[config.mk]
export PLATFORM = sky130hd
export DESIGN_NAME = bsr_port_engine
export DESIGN_NICKNAME = d
export VERILOG_FILES = /design/src/rtl/bsr_pkg.sv /design/src/rtl/bsr_ctrl.sv /design/src/rtl/bsr_array.sv /design/src/rtl/bsr_rdout.sv /design/src/rtl/bsr_port_engine.sv
export SDC_FILE = /design/constraint.sdc
export NUM_CORES = 1
export LEC_CHECK = 0
export BUFFER_PORTS_ARGS = -buffer_cell sky130_fd_sc_hd__buf_2
export CORE_ASPECT_RATIO = 1.25
export CORE_MARGIN = 4
export CORE_UTILIZATION = 50
export DETAILED_ROUTE_END_ITERATION = 10
export GPL_TIMING_DRIVEN = 0
export PLACE_DENSITY = 0.66
export SLEW_MARGIN = 20
export SYNTH_ARGS = -nofsm -noshare
export SYNTH_HDL_FRONTEND = slang
export SYNTH_SLANG_ARGS = --single-unit
[constraint.sdc]
create_clock -name clk -period 4.7 [get_ports clk]
set_input_delay 1.175 -clock clk [delete_from_list [all_inputs] [get_ports clk]]
set_output_delay 1.175 -clock clk [all_outputs]
set_load 0.02 [all_outputs]
[src/rtl/bsr_pkg.sv]
package bsr_pkg;

  typedef enum logic [1:0] {
    CMD_IDLE  = 2'd0,
    CMD_READ  = 2'd1,
    CMD_WRITE = 2'd2
  } bsr_cmd_e;

  // Commands are only taken in the half that stands for the reference edge.
  function automatic bsr_cmd_e decode_cmd(input logic strobe_n, input logic rd_sel,
                                          input logic half);
    if (strobe_n || half) return CMD_IDLE;
    return rd_sel ? CMD_READ : CMD_WRITE;
  endfunction

endpackage

[src/rtl/bsr_ctrl.sv]
module bsr_ctrl #(
  parameter int ADDR_W = 4
) (
  input  logic              clk,
  input  logic              rst,
  input  logic              ld_n,
  input  logic              rw,
  input  logic [ADDR_W-1:0] addr,
  output logic              phase,
  output logic              rd_acc,
  output logic              wr_acc,
  output logic              wr_first,
  output logic              wr_second,
  output logic [ADDR_W-1:0] wr_addr,
  output logic              rd_fetch,
  output logic [ADDR_W-1:0] rd_addr
);
  import bsr_pkg::*;

  // Stage k of a delay line is live in cycle n+1+k for a command in cycle n.
  localparam int WR_BEAT0  = 1;
  localparam int WR_BEAT1  = 2;
  localparam int WR_STAGES = WR_BEAT1 + 1;
  localparam int RD_FETCH  = 3;
  localparam int RD_STAGES = RD_FETCH + 1;

  function automatic logic [ADDR_W-1:0] partner(input logic [ADDR_W-1:0] a);
    return a ^ ADDR_W'(1);
  endfunction

  bsr_cmd_e cmd;
  logic [WR_STAGES-1:0] wv;
  logic [ADDR_W-1:0]    wa [WR_STAGES];
  logic [RD_STAGES-1:0] rv;
  logic [ADDR_W-1:0]    ra [RD_STAGES];

  always_comb begin
    cmd    = rst ? CMD_IDLE : decode_cmd(ld_n, rw, phase);
    rd_acc = (cmd == CMD_READ);
    wr_acc = (cmd == CMD_WRITE);
  end

  always_ff @(posedge clk) begin
    if (rst) phase <= 1'b0;
    else     phase <= ~phase;
  end

  always_ff @(posedge clk) begin
    if (rst) begin
      wv <= '0;
      rv <= '0;
    end else begin
      wv[0] <= wr_acc;
      rv[0] <= rd_acc;
      for (int i = 1; i < WR_STAGES; i++) wv[i] <= wv[i-1];
      for (int i = 1; i < RD_STAGES; i++) rv[i] <= rv[i-1];
    end
  end

  always_ff @(posedge clk) begin
    wa[0] <= addr;
    ra[0] <= addr;
    for (int i = 1; i < WR_STAGES; i++) wa[i] <= wa[i-1];
    for (int i = 1; i < RD_STAGES; i++) ra[i] <= ra[i-1];
  end

  always_comb begin
    wr_first  = wv[WR_BEAT0];
    wr_second = wv[WR_BEAT1];
    wr_addr   = wr_first ? wa[WR_BEAT0] : partner(wa[WR_BEAT1]);
    rd_fetch  = rv[RD_FETCH];
    rd_addr   = ra[RD_FETCH];
  end

endmodule

[src/rtl/bsr_array.sv]
module bsr_array #(
  parameter int ADDR_W  = 4,
  parameter int BYTE_W  = 9,
  parameter int N_BYTES = 2
) (
  input  logic                      clk,
  input  logic                      wr_en,
  input  logic [ADDR_W-1:0]         wr_addr,
  input  logic [N_BYTES*BYTE_W-1:0] wr_data,
  input  logic [N_BYTES-1:0]        wr_mask_n,
  input  logic [ADDR_W-1:0]         rd_addr,
  output logic [N_BYTES*BYTE_W-1:0] rd_word0,
  output logic [N_BYTES*BYTE_W-1:0] rd_word1
);
  localparam int DATA_W = N_BYTES * BYTE_W;
  localparam int DEPTH  = 1 << ADDR_W;

  logic [DATA_W-1:0] mem [DEPTH];

  function automatic logic [DATA_W-1:0] merge(input logic [DATA_W-1:0] old_w,
                                              input logic [DATA_W-1:0] new_w,
                                              input logic [N_BYTES-1:0] keep);
    logic [DATA_W-1:0] r;
    r = old_w;
    for (int b = 0; b < N_BYTES; b++)
      if (!keep[b]) r[b*BYTE_W +: BYTE_W] = new_w[b*BYTE_W +: BYTE_W];
    return r;
  endfunction

  always_ff @(posedge clk) begin
    if (wr_en) mem[wr_addr] <= merge(mem[wr_addr], wr_data, wr_mask_n);
  end

  always_comb begin
    rd_word0 = mem[rd_addr];
    rd_word1 = mem[rd_addr ^ ADDR_W'(1)];
  end

endmodule

[src/rtl/bsr_rdout.sv]
module bsr_rdout #(
  parameter int DATA_W = 18
) (
  input  logic              clk,
  input  logic              rst,
  input  logic              fetch,
  input  logic [DATA_W-1:0] word0,
  input  logic [DATA_W-1:0] word1,
  output logic              second,
  output logic [DATA_W-1:0] dout,
  output logic              dout_valid,
  output logic              dout_en
);
  logic [DATA_W-1:0] hold;

  always_ff @(posedge clk) begin
    if (rst) begin
      second     <= 1'b0;
      dout       <= '0;
      dout_valid <= 1'b0;
      dout_en    <= 1'b0;
      hold       <= '0;
    end else if (fetch) begin
      dout       <= word0;
      hold       <= word1;
      second     <= 1'b1;
      dout_valid <= 1'b1;
      dout_en    <= 1'b1;
    end else if (second) begin
      dout       <= hold;
      second     <= 1'b0;
      dout_valid <= 1'b1;
      dout_en    <= 1'b1;
    end else begin
      dout       <= '0;
      dout_valid <= 1'b0;
      dout_en    <= 1'b0;
    end
  end

endmodule

[src/rtl/bsr_port_engine.sv]
module bsr_port_engine #(
  parameter int ADDR_W  = 4,
  parameter int BYTE_W  = 9,
  parameter int N_BYTES = 2
) (
  input  logic                      clk,
  input  logic                      rst,
  input  logic                      ld_n,
  input  logic                      rw,
  input  logic [ADDR_W-1:0]         addr,
  input  logic [N_BYTES*BYTE_W-1:0] din,
  input  logic [N_BYTES-1:0]        bw_n,
  output logic                      k_phase,
  output logic [N_BYTES*BYTE_W-1:0] dout,
  output logic                      dout_valid,
  output logic                      dout_en
);
  localparam int DATA_W = N_BYTES * BYTE_W;

  logic              rd_acc, wr_acc, wr_first, wr_second, rd_fetch, rd_second;
  logic [ADDR_W-1:0] wr_addr, rd_addr;
  logic [DATA_W-1:0] rd_word0, rd_word1;

  bsr_ctrl #(.ADDR_W(ADDR_W)) u_ctrl (
    .clk(clk), .rst(rst), .ld_n(ld_n), .rw(rw), .addr(addr),
    .phase(k_phase), .rd_acc(rd_acc), .wr_acc(wr_acc),
    .wr_first(wr_first), .wr_second(wr_second), .wr_addr(wr_addr),
    .rd_fetch(rd_fetch), .rd_addr(rd_addr)
  );

  bsr_array #(.ADDR_W(ADDR_W), .BYTE_W(BYTE_W), .N_BYTES(N_BYTES)) u_array (
    .clk(clk), .wr_en(wr_first | wr_second), .wr_addr(wr_addr),
    .wr_data(din), .wr_mask_n(bw_n), .rd_addr(rd_addr),
    .rd_word0(rd_word0), .rd_word1(rd_word1)
  );

  bsr_rdout #(.DATA_W(DATA_W)) u_rdout (
    .clk(clk), .rst(rst), .fetch(rd_fetch), .word0(rd_word0), .word1(rd_word1),
    .second(rd_second), .dout(dout), .dout_valid(dout_valid), .dout_en(dout_en)
  );

endmodule

# ---- Word level (Yosys, flattened, before mapping)
# Memories as Yosys holds them, arrays and structs flattened. A register that Yosys moved wholly into a read port is not among the register bits.
# Cells that the tools add are included.
dict set report totals {
  register_bits 28
  ram_bits 316
  mem_count 3
}
dict set report classes {
  n_eq_ne 4
  mux 17
  n_bitwise 4
  n_reduce_logical 3
}
# memory depth word_bits read_ports rd_clocked_by_memory_dff wr line_no
set memory_table {}
lappend memory_table {u_array.mem 16 18 2 1 1 bsr_array.sv:18} ;# logic [DATA_W-1:0] mem [DEPTH];
lappend memory_table {u_ctrl.ra 4 4 4 0 4 bsr_ctrl.sv:35} ;# logic [ADDR_W-1:0] ra [RD_STAGES];
lappend memory_table {u_ctrl.wa 3 4 3 0 3 bsr_ctrl.sv:33} ;# logic [ADDR_W-1:0] wa [WR_STAGES];
# op count
set ops {}
lappend ops {{$mux 18} 2}
lappend ops {{$mux 9} 4}
lappend ops {{$mux 2} 4}
lappend ops {{$mux 1} 6}
lappend ops {{$mux 4} 1}
lappend ops {{$ne 2x2->1 const B} 2}
lappend ops {{$reduce_and 2->1} 2}
lappend ops {{$not 1->1} 3}
lappend ops {{$eq 2x1->1 const B} 1}
lappend ops {{$eq 2x2->1 const B} 1}
lappend ops {{$logic_or 1x1->1} 1}
lappend ops {{$or 1x1->1} 1}

# ---- Logic depth before layout (Yosys ltp)
# Gate-level depths: netlist of the first run.
dict set report logic_depth {
  depth_word 5
  depth_mapped 7
  ltp_nobuf 4
}

# ---- Cells and area by module
# Synthesis of the first run repeated with hierarchy kept, for this count alone.
dict set report hier_totals {
  cells_unflattened 831
  hier_area_um2 15242.1
}
# module n_inst cells_per_inst area_per_inst_um2 seq_area_each_um2
set by_module_without_submodules {}
lappend by_module_without_submodules {bsr_array 1 645 13232.7 8648.3}
lappend by_module_without_submodules {bsr_rdout 1 145 1391.3 760.7}
lappend by_module_without_submodules {bsr_ctrl 1 40 611.8 480.5}
lappend by_module_without_submodules {bsr_port_engine 1 1 6.3 0.0}

# ---- Worst setup path after synthesis of the first run
# No wires, ideal clock.
dict set report synth_path {
  path_type {in2reg}
  startpoint {input port bw_n[0]}
  endpoint {memory u_array.mem[10][0] (enable)}
  setup_time_ns 0.374
  arrival_time_ns 1.921
  required_ns 4.326
  path_slack_ns 2.405
  stages 3
  path_cell_list {nor2_1 > nand2_1 > nor2_1}
}
dict set report synth_via {
  elab_chain_len 2
}
# item line_no
set synth_lines {}
lappend synth_lines {{from (decl)} bsr_port_engine.sv:12} ;# input logic [N_BYTES-1:0] bw_n,
lappend synth_lines {{$ne 2x2->1 (no line)} n/a}
lappend synth_lines {{$reduce_and 2->1 (no line)} n/a}
lappend synth_lines {{to (decl)} bsr_array.sv:18}
# No other way between the ends.

# ---- Final worst setup path of the first run
dict set report layout_path {
  startpoint {register u_ctrl.wv[1]}
  endpoint {memory u_array.mem[10][13] (enable)}
}
dict set report layout_via {
  elab_chain_len 4
  elab_cells_between_ends 6
}
# item line_no
set layout_lines {}
lappend layout_lines {{from (decl)} bsr_ctrl.sv:32} ;# logic [WR_STAGES-1:0] wv;
lappend layout_lines {{from (signal assigned)} bsr_ctrl.sv:50} ;# wv <= '0;
lappend layout_lines {{$or 1x1->1} bsr_port_engine.sv:32} ;# .clk(clk), .wr_en(wr_first | wr_second), .wr_addr(wr_addr),
lappend layout_lines {{$mux 1} bsr_array.sv:31} ;# if (wr_en) mem[wr_addr] <= merge(mem[wr_addr], wr_data, wr_mask_n);
lappend layout_lines {{$mux 1 (not written as such)} bsr_array.sv:31}
lappend layout_lines {{$reduce_and 2->1 (no line)} n/a}
# Parallel ways exist; a longest one is shown, timed or not.

==> flow_summary.toml, run 1 <==
[logic_synthesis]
synth_ff_type = "edfxtp_1"
muxShareOfSynthArea_pct = 18.4
ys_seq_elements = 350
yosys_warnings = 0
synthesis.area_um2 = 15700
yosys.area_share.simple_pct = 7.17
synth.distinct_cells = 32
synth_fa_ha_area_share_pct = 0
synth_compound_area_share_pct = 7.99
synthCells = 1141
yosysTopAreaCell = "edfxtp_1"
synth_top_cell_area_share_pct = 55.1
syn_nets = 1169
synth_edf_count = 288
yosys.area_share.xor_xnor_pct = 0
seq_area_frac_synth_pct = 63.1
syn_avg_cell_area_um2 = 13.7
ys_async_sr_fraction_pct = 0
synth_area_leaders = "edfxtp_1 55%, mux2i_1 18%, dfxtp_1 7.9%"
synth_top_family_by_area = "multiplexers"

[die]
dieArea_um2 = 34300
io_pins = 49
die_h_um = 206
core_area_um2 = 31000
die_x_um = 166
initial_utilization_pct = 50.6
num_rows = 72

[placed_design]
dp.cells = 1597
gp_congestion = 0.929
dp_slack_ps = 1560
hpwl_um = 31000
numPortBuffers = 48

[timing]
final-hold-violation-count = 0
grt_setup_unrepaired = "no"
fmax_mhz = 363
worst_slack_ps = 1940
setup_viol = 0
fin_crit_sh_pct = 58.6
tightest_slew_ps = 1140
finalClockSkew_ps = 11.8
relSlewSlack_pct = 24.1
finalCriticalPeriod_ps = 2760
drv_slew = 0
fin_setup_tns_ps = 0

[power]
switchingPower_mw = 1.45
p_leak_nw = 6.69
power_frac_clock_pct = 43.2
netSwitchingFraction_pct = 21.8
p_comb_share_pct = 6.3
seq_power_share_pct = 50.6
intPower_mw = 5.22
ir_drop_mv = 0.339
finalPower_mw = 6.67
power_density_nw_per_um2 = 378

[drt]
viasPerCell = 6.07
wl_um = 43100
routed-wl-met3_um = 2060
drtPass1Iterations = 5
maxUsedRoutingLayer = "met4"
routedWlPerCell_um = 25.9
wl_met2_um = 22100
drc_errors = 0
drtIter0Drc = 952
vias = 10100
antenna_left = 0
drt-met1-wl_um = 17000

[clock_tree]
cts.sinks = 350
insertion_delay_ps = 520
htreeDepth = 2
cts.clk_slew.worst_paths_ps = 60
root_buffer = "clkbuf_16"
post_cts_resized = 0
cts_buffers = 37
cts_tree = "done"
postCtsHoldBufs = 0
cts_setup_buffers = 0
clockBufferDepth = 3

[critical_path]
worstPathArrival_ps = 2890
crit_path_end = "u_array.mem[10][13]"
crit_type = "reg2reg"
start_kind = "register"
rr_worst_depth = 4
rr_startpoint = "u_ctrl.wv[1]"
r2r_end = "u_array.mem[10][13]"
critPathMaxFanout = 10
crit_chain = "buf_2 -> o32ai_1 -> nand2_1 -> nor2_1"
critPathLaunch = "u_ctrl.wv[1]"
required_ps = 4830
endpoint_kind = "register"
cpPeakStageDelay_ps = 840
r2r_setup_slack_ps = 1940
critPathSlowestCell = "nor2_1"

[grt]
grt_pass1_wl_um = 61900
antenna_found_initial = 0
grt_pass1_vias = 10100
grt_max_degree = 17
grt_usage_pct = 24.5
grt-ovfl-total = 0

[run_status]
status = "finished clean"

[layout]
nets = 1257
fin_cells = 1662
synthToLayoutAreaGrowth_pct = 12.5
fillerInstances = 2534
drive_gt1_share_pct = 13.8
postLayoutCoreUtil_pct = 56.9
diodes = 0

[min_path]
hp-class = "reg2reg"

[run]
maxCapViolations = 0
-- synth_stat cells (2+ instances only) --
cell type,number
nand2b_1,2
clkbuf_4,4
nor2_1,39
dfxtp_1,62
nand3_1,54
inv_1,3
nor2b_1,9
mux2i_1,288
buf_2,19
buf_4,13
nor3b_1,19
a31oi_1,19
a21oi_1,43
edfxtp_1,288
clkbuf_1,27
nand3b_1,19
a21oi_2,12
o21ai_1,18
buf_6,17
a22oi_1,90
nand2_1,83
o32ai_1,2
o22ai_1,2
-- how the worst min path moves through the flow --
stage | start | endpoint | slack [ps] | depth (start not counted)
2_1_floorplan | u_ctrl.ra[0][0] | u_ctrl.ra[1][0] | 310 | 0
3_3_place_gp | u_ctrl.ra[0][2] | u_ctrl.wa[0][6] | 310 | 0
3_5_place_dp | u_ctrl.ra[0][0] | u_ctrl.ra[1][0] | 320 | 0
4_1_cts | u_ctrl.ra[0][0] | u_ctrl.ra[1][0] | 330 | 0
5_1_grt | u_ctrl.ra[0][0] | u_ctrl.ra[1][0] | 330 | 0
6_report | u_ctrl.ra[0][0] | u_ctrl.ra[1][0] | 330 | 0
-- logic make-up after synthesis --
kind of cell,Yosys count
and+or+nand+nor,231
muxes,288
AOI/OAI and AO/OA,188
DFF,350
buffers and inverters,84
-- metal layers --
| metal | GRT usage, % | up-vias |
|---|---|---|
| met1 | 29.4 | 5067 |
| met2 | 44.2 | 347 |
| met4 | 11.0 | 0 |
| met3 | 3.02 | 112 |
| met5 | 0 | - |
| li1 | - | 4569 |
-- cell usage in the layout, fill, tap and decap left out, drive strengths merged, types with 18 or more instances in the layout --
cell type  instances
edfxtp           288
o21ai             18
nand3             54
nor3b             19
nand2             83
mux2i            288
clkbuf            83
a21oi             55
a31oi             19
dfxtp             62
buf               98
nand3b            19
a22oi             90
nor2              40
-- layout make-up --
type / instances / area (µm²) / area share (%)
Multi-Input combinational cell: 707 / 5270 / 29.9
Timing Repair Buffer: 49 / 248 / 1.40
Buffer: 81 / 520 / 2.95
Sequential cell: 350 / 9890 / 56.0
Inverter: 3 / 11.3 / 0.0638
Clock buffer: 51 / 1080 / 6.13
Clock inverter: 14 / 118 / 0.666
Tap cell: 407 / 509 / 2.89
-- sequential cells by signal, summed over array words and instances, names as in the netlist --
| register | cells |
|---|---|
| u_ctrl.wv | 3 |
| u_ctrl.wa | 7 |
| u_rdout.dout_en | 1 |
| u_array.mem | 288 |
| u_rdout.dout | 18 |
| u_ctrl.ra | 9 |
| u_rdout.hold | 18 |
| u_rdout.second | 1 |
| u_ctrl.rv | 4 |
| u_ctrl.phase | 1 |
-- critical path: cells and delay by family, from the launching register on --
kind	cells	cell delay [ps]
AND/OR/NAND/NOR	2	1080
AO/OA/AOI/OAI	1	720
buffers and inverters	1	200
flip-flops	1	360
-- through the flow --
step	hold WS (ps)	cell area, µm²
after floorplan	310	15700
after global placement	312	16400
after detailed placement	315	16400
after CTS	330	17600
after global routing	332	17600
final	326	17600
-- power by group through the flow --
stage | combinational [mW] | sequential [mW] | clock [mW]
2_1_floorplan | 0.249 | 3.44 | 0
3_3_place_gp | 0.409 | 3.44 | 0
3_5_place_dp | 0.415 | 3.44 | 0
4_1_cts | 0.415 | 3.37 | 2.88
5_1_grt | 0.438 | 3.37 | 3.02
6_report | 0.418 | 3.37 | 2.88
(Power assumes the default switching activity.)
==> run 2, diff against run 1 <==
PLACE_DENSITY = 0.69   (was 0.66)
clock period = 2.4 ns   (was 4.7 ns; I/O delays follow)
==> flow_summary.toml, run 2 (same netlist as run 1, synthesis figures left out) <==
[timing]
fin_crit_sh_pct = 108
drv_slew = 0
fin_setup_tns_ps = -8740
finalClockSkew_ps = 18.4
tightest_slew_ps = 1230
holdWs_ps = 183
finalCriticalPeriod_ps = 2590
worst_slack_ps = -186
setup_viol = 63
fmax_mhz = 387
relSlewSlack_pct = 17.9
grt_setup_unrepaired = "yes"
final-hold-violation-count = 0

[placed_design]
hpwl_um = 30500
gp_congestion = 0.914
place_area_um2 = 16400
dp.cells = 1597
numPortBuffers = 48
dp_slack_ps = -227

[grt]
grt_pass1_vias = 10400
grt_max_degree = 17
grt_pass1_wl_um = 61600
use_met2_pct = 42.9
grt-ovfl-total = 0
antenna_found_initial = 1
grt_usage_pct = 24.2
grt.busiest_layer = "met2"
use_met3_pct = 3.33
met1_usage_pct = 28.4

[die]
num_rows = 72
core_area_um2 = 31000
die_h_um = 206
initial_utilization_pct = 50.6
dieArea_um2 = 34300
die_x_um = 166
io_pins = 49

[drt]
drc_errors = 0
viasPerCell = 6.12
routedWlPerCell_um = 25.7
drtIter0Drc = 839
wl_um = 42800
antenna_left = 0
vias = 10200
drtPass1Iterations = 5

[clock_tree]
cts_setup_buffers = 0
cts_tree = "done"
insertion_delay_ps = 520
cts.clk_slew.worst_paths_ps = 50
clockBufferDepth = 3
cts.sinks = 350
root_buffer = "clkbuf_16"
cts_buffers = 36
htreeDepth = 2

[layout]
reg.largest.list = "u_array.mem: 288 flops, u_rdout.dout: 18 flops, u_rdout.hold: 18 flops"
synthToLayoutAreaGrowth_pct = 13.0
most-common-layout-cells = "288 x mux2i_1, 288 x edfxtp_1, 90 x a22oi_1"
fin_cells = 1664
largest_reg_flops = 288
fillerInstances = 2574
drive_gt1_share_pct = 16.0
multi_input_area_um2 = 5430
seqCellArea_um2 = 9890
nets = 1257
final_area_um2 = 17700
largest_register = "u_array.mem"

[critical_path]
worstPathArrival_ps = 2740
start_kind = "register"
r2r_setup_slack_ps = -190
crit_buf_inv = 1
critPathMaxFanout = 10
cpLargestDelayFamily = "simple AND/OR/NAND/NOR gates"
critPathSlowestCell = "o32ai_1"
required_ps = 2560
r2r_end = "u_array.mem[8][4]"
rr_startpoint = "u_ctrl.wv[1]"
cpPeakStageDelay_ps = 750
crit_chain = "buf_2 -> o32ai_1 -> nand2_1 -> nor2_2"
endpoint_kind = "register"
crit_type = "reg2reg"
rr_worst_depth = 4

[run]
maxCapViolations = 0

[power]
p_comb_share_pct = 6.6
ir_drop_mv = 0.670
intPower_mw = 9.92
seq_power_share_pct = 52.1
p_leak_nw = 6.64
netSwitchingFraction_pct = 21.8
switchingPower_mw = 2.76
power_density_nw_per_um2 = 715
power_frac_clock_pct = 41.3

[min_path]
hp-class = "in2reg"
whs_path_depth = 1
hold_end = "u_ctrl.wa[0][3]"
min-delay-start = "addr[3]"

[run_status]
violations = "negative setup slack"
status = "complete, but fails checks"
run 2: timing repair:
action                                 CTS  global route
endpoints found under the hold margin    0             0
hold buffers                             0             0
setup endpoints to repair              288           279
gates resized for setup                 29            18
run 2: area by class of cell:
cell class / instances / area share, %
plain buffers: 81 / 2.94
repair buffers: 50 / 1.45
well taps: 407 / 2.87
flip-flops and latches: 350 / 55.8
inverters: 3 / 0.0635
diodes: 1 / 0.0141
clock inverters: 5 / 0.184
clock buffers: 60 / 6.06
multi-input cells: 707 / 30.6
run 2: power by group through the flow:
stage	Clock [mW]	Combinational, mW	Sequential, mW
3_5_place_dp	0	0.806	6.74
3_3_place_gp	0	0.796	6.74
4_1_cts	5.30	0.815	6.61
6_report	5.24	0.834	6.61
5_1_grt	5.57	0.871	6.61
2_1_floorplan	0	0.488	6.74
run 2: routing by layer:
| layer | vias up | share of wire [%] |
|---|---|---|
| li1 | 4572 | - |
| met5 | - | 0 |
| met4 | 0 | 6.1 |
| met1 | 5070 | 39 |
| met3 | 135 | 5.2 |
| met2 | 404 | 50 |
run 2: worst register-to-register path: cells and delay by family, from the launching register on:
family | cells | cell delay, ps
simple gates | 2 | 910
flops | 1 | 360
buf+inv | 1 | 210
compound gates | 1 | 750
run 2: worst max path at each step:
stage / slack (ps) / start / depth (start not counted) / end
after global routing: -150 / u_ctrl.wv[1] / 4 / u_array.mem[11][13]
final: -190 / u_ctrl.wv[1] / 4 / u_array.mem[8][4]
after floorplan: 630 / u_ctrl.wv[1] / 4 / u_array.mem[10][0]
after detailed placement: -230 / u_ctrl.wv[1] / 4 / u_array.mem[10][11]
after CTS: -250 / u_ctrl.wv[1] / 5 / u_array.mem[4][8]
after global placement: -200 / u_ctrl.wv[1] / 4 / u_array.mem[10][11]
run 2: per-stage QoR:
| stage | util (%) | power (mW) |
|---|---|---|
| detailed placement | 53.1 | 7.54 |
| global route | 57.2 | 13.0 |
| floorplan | - | 7.22 |
| finish | 57.2 | 12.7 |
| global placement | 53.0 | 7.53 |
| CTS | 56.9 | 12.7 |
==> run 3, diff against run 2 <==
CELL_PAD_IN_SITES_DETAIL_PLACEMENT = 1   (was default)
CELL_PAD_IN_SITES_GLOBAL_PLACEMENT = 1   (was default)
CORE_UTILIZATION = 47   (was 50)
PLACE_DENSITY = default   (was 0.69)
PLACE_DENSITY_LB_ADDON = 0.1   (was default)
==> flow_summary.toml, run 3 (same netlist as run 1, synthesis figures left out) <==
[timing]
finalCriticalPeriod_ps = 2470
finalClockSkew_ps = 21.1
relSlewSlack_pct = 24.6
setup_viol = 80
final-hold-violation-count = 0
tightest_slew_ps = 1130
worst_slack_ps = -71.2
grt_setup_unrepaired = "yes"
holdWs_ps = 153
fmax_mhz = 405
drv_slew = 0
fin_crit_sh_pct = 103

[critical_path]
crit_chain = "buf_2 -> nand2_1 -> o22ai_1 -> nand2_1 -> nor2_2"
required_ps = 2570
critPathMaxFanout = 10
r2r_end = "u_array.mem[12][10]"
cpPeakStageDelay_ps = 530
rr_worst_depth = 5
r2r_setup_slack_ps = -70
cp_common_cell = "nand2_1"
crit_type = "reg2reg"
rr_startpoint = "u_ctrl.wv[1]"
start_kind = "register"
worstPathArrival_ps = 2640
cpLargestDelayFamily = "simple AND/OR/NAND/NOR gates"
endpoint_kind = "register"
critPathSlowestCell = "nor2_2"
cp_num_cells = 5
crit_buf_inv = 1

[power]
power_density_nw_per_um2 = 746
ir_drop_mv = 0.580
p_leak_nw = 6.72

[layout]
diodes = 0
fillerInstances = 3253
synthToLayoutAreaGrowth_pct = 14.2
largest_reg_flops = 288
most-common-layout-cells = "288 x mux2i_1, 288 x edfxtp_1, 90 x a22oi_1"
postLayoutCoreUtil_pct = 54.6
largest_register = "u_array.mem"
nets = 1260
reg.largest.list = "u_array.mem: 288 flops, u_rdout.dout: 18 flops, u_rdout.hold: 18 flops"
drive_gt1_share_pct = 16.4
final_area_um2 = 17900

[placed_design]
dp_slack_ps = -324
numPortBuffers = 48
place_area_um2 = 16500
hpwl_um = 34400
gp_congestion = 0.877

[clock_tree]
root_buffer = "clkbuf_16"
htreeDepth = 2
insertion_delay_ps = 550
cts_tree = "done"
clockBufferDepth = 3
cts.clk_slew.worst_paths_ps = 60
cts.sinks = 350
cts_buffers = 37
postCtsHoldBufs = 0

[die]
io_pins = 49
die_h_um = 212
dieArea_um2 = 36400
initial_utilization_pct = 47.8
core_area_um2 = 32800
num_rows = 74
die_x_um = 171

[grt]
grt_pass1_wl_um = 68800
grt-ovfl-total = 0
grt_usage_pct = 26.1
antenna_found_initial = 1
grt_max_degree = 17
grt_pass1_vias = 10800

[drt]
drtPass1Iterations = 5
drtIter0Drc = 658
wl_um = 48000
routedWlPerCell_um = 28.6
drc_errors = 0
vias = 10200
antenna_left = 0
viasPerCell = 6.09

[min_path]
whs_path_depth = 1
hold_end = "u_ctrl.ra[0][2]"
hp-class = "in2reg"
min-delay-start = "addr[2]"

[run_status]
status = "complete, but fails checks"
violations = "negative setup slack"

[run]
maxCapViolations = 0
==> run 3: worst max path at each step <==
| stage | start | endpoint | slack (ps) |
|---|---|---|---|
| after floorplan | u_ctrl.wv[1] | u_array.mem[10][0] | 630 |
| after global placement | u_ctrl.wv[1] | u_array.mem[10][11] | -260 |
| after detailed placement | u_ctrl.wv[1] | u_array.mem[10][12] | -320 |
| after CTS | u_ctrl.wv[1] | u_array.mem[5][3] | -240 |
| after global routing | u_ctrl.wv[1] | u_array.mem[12][10] | -170 |
| final | u_ctrl.wv[1] | u_array.mem[12][10] | -70 |
==> run 3: repair_timing <==
action | in CTS | in global routing
pin swaps | 0 | 3
setup endpoints to repair | 288 | 283
gates resized for setup | 18 | 25
setup buffers | 0 | 3
==> run 3: cell type report <==
class	instances	area (µm²)	area share (%)
repair buffers	52	305	1.71
well taps	418	523	2.92
multi-input cells	707	5410	30.2
plain buffers	81	520	2.91
clock inverters	9	121	0.678
flip-flops and latches	350	9890	55.2
clock buffers	59	1120	6.27
inverters	3	11.3	0.0629
==> run 3: per-layer routing <==
metal | up-vias | global-route usage, % | wire length, µm
li1 | 4583 | - | -
met1 | 5267 | 31.7 | 19100
met2 | 269 | 46.8 | 25000
met3 | 110 | 3.20 | 1660
met4 | 0 | 11.3 | 2220
met5 | - | 0 | 0
==> run 3: through the flow <==
stage | power, mW | setup TNS (ps) | std cells
3_5_place_dp | 7.57 | -55550 | 1608
3_3_place_gp | 7.56 | -41570 | 1607
6_report | 13.4 | -2540 | 1679
4_1_cts | 13.4 | -32120 | 1676
5_1_grt | 13.7 | -19860 | 1679
2_1_floorplan | 7.22 | 0 | 1141
==> run 3: report_power, final <==
| group | switching (mW) | total (mW) | leakage, nW | internal, mW |
|---|---|---|---|---|
| registers | 0.0193 | 6.61 | 3.09 | 6.59 |
| logic | 0.580 | 0.857 | 3.02 | 0.277 |
| clock network | 2.35 | 5.89 | 0.607 | 3.54 |
| total | 2.95 | 13.4 | 6.72 | 10.4 |
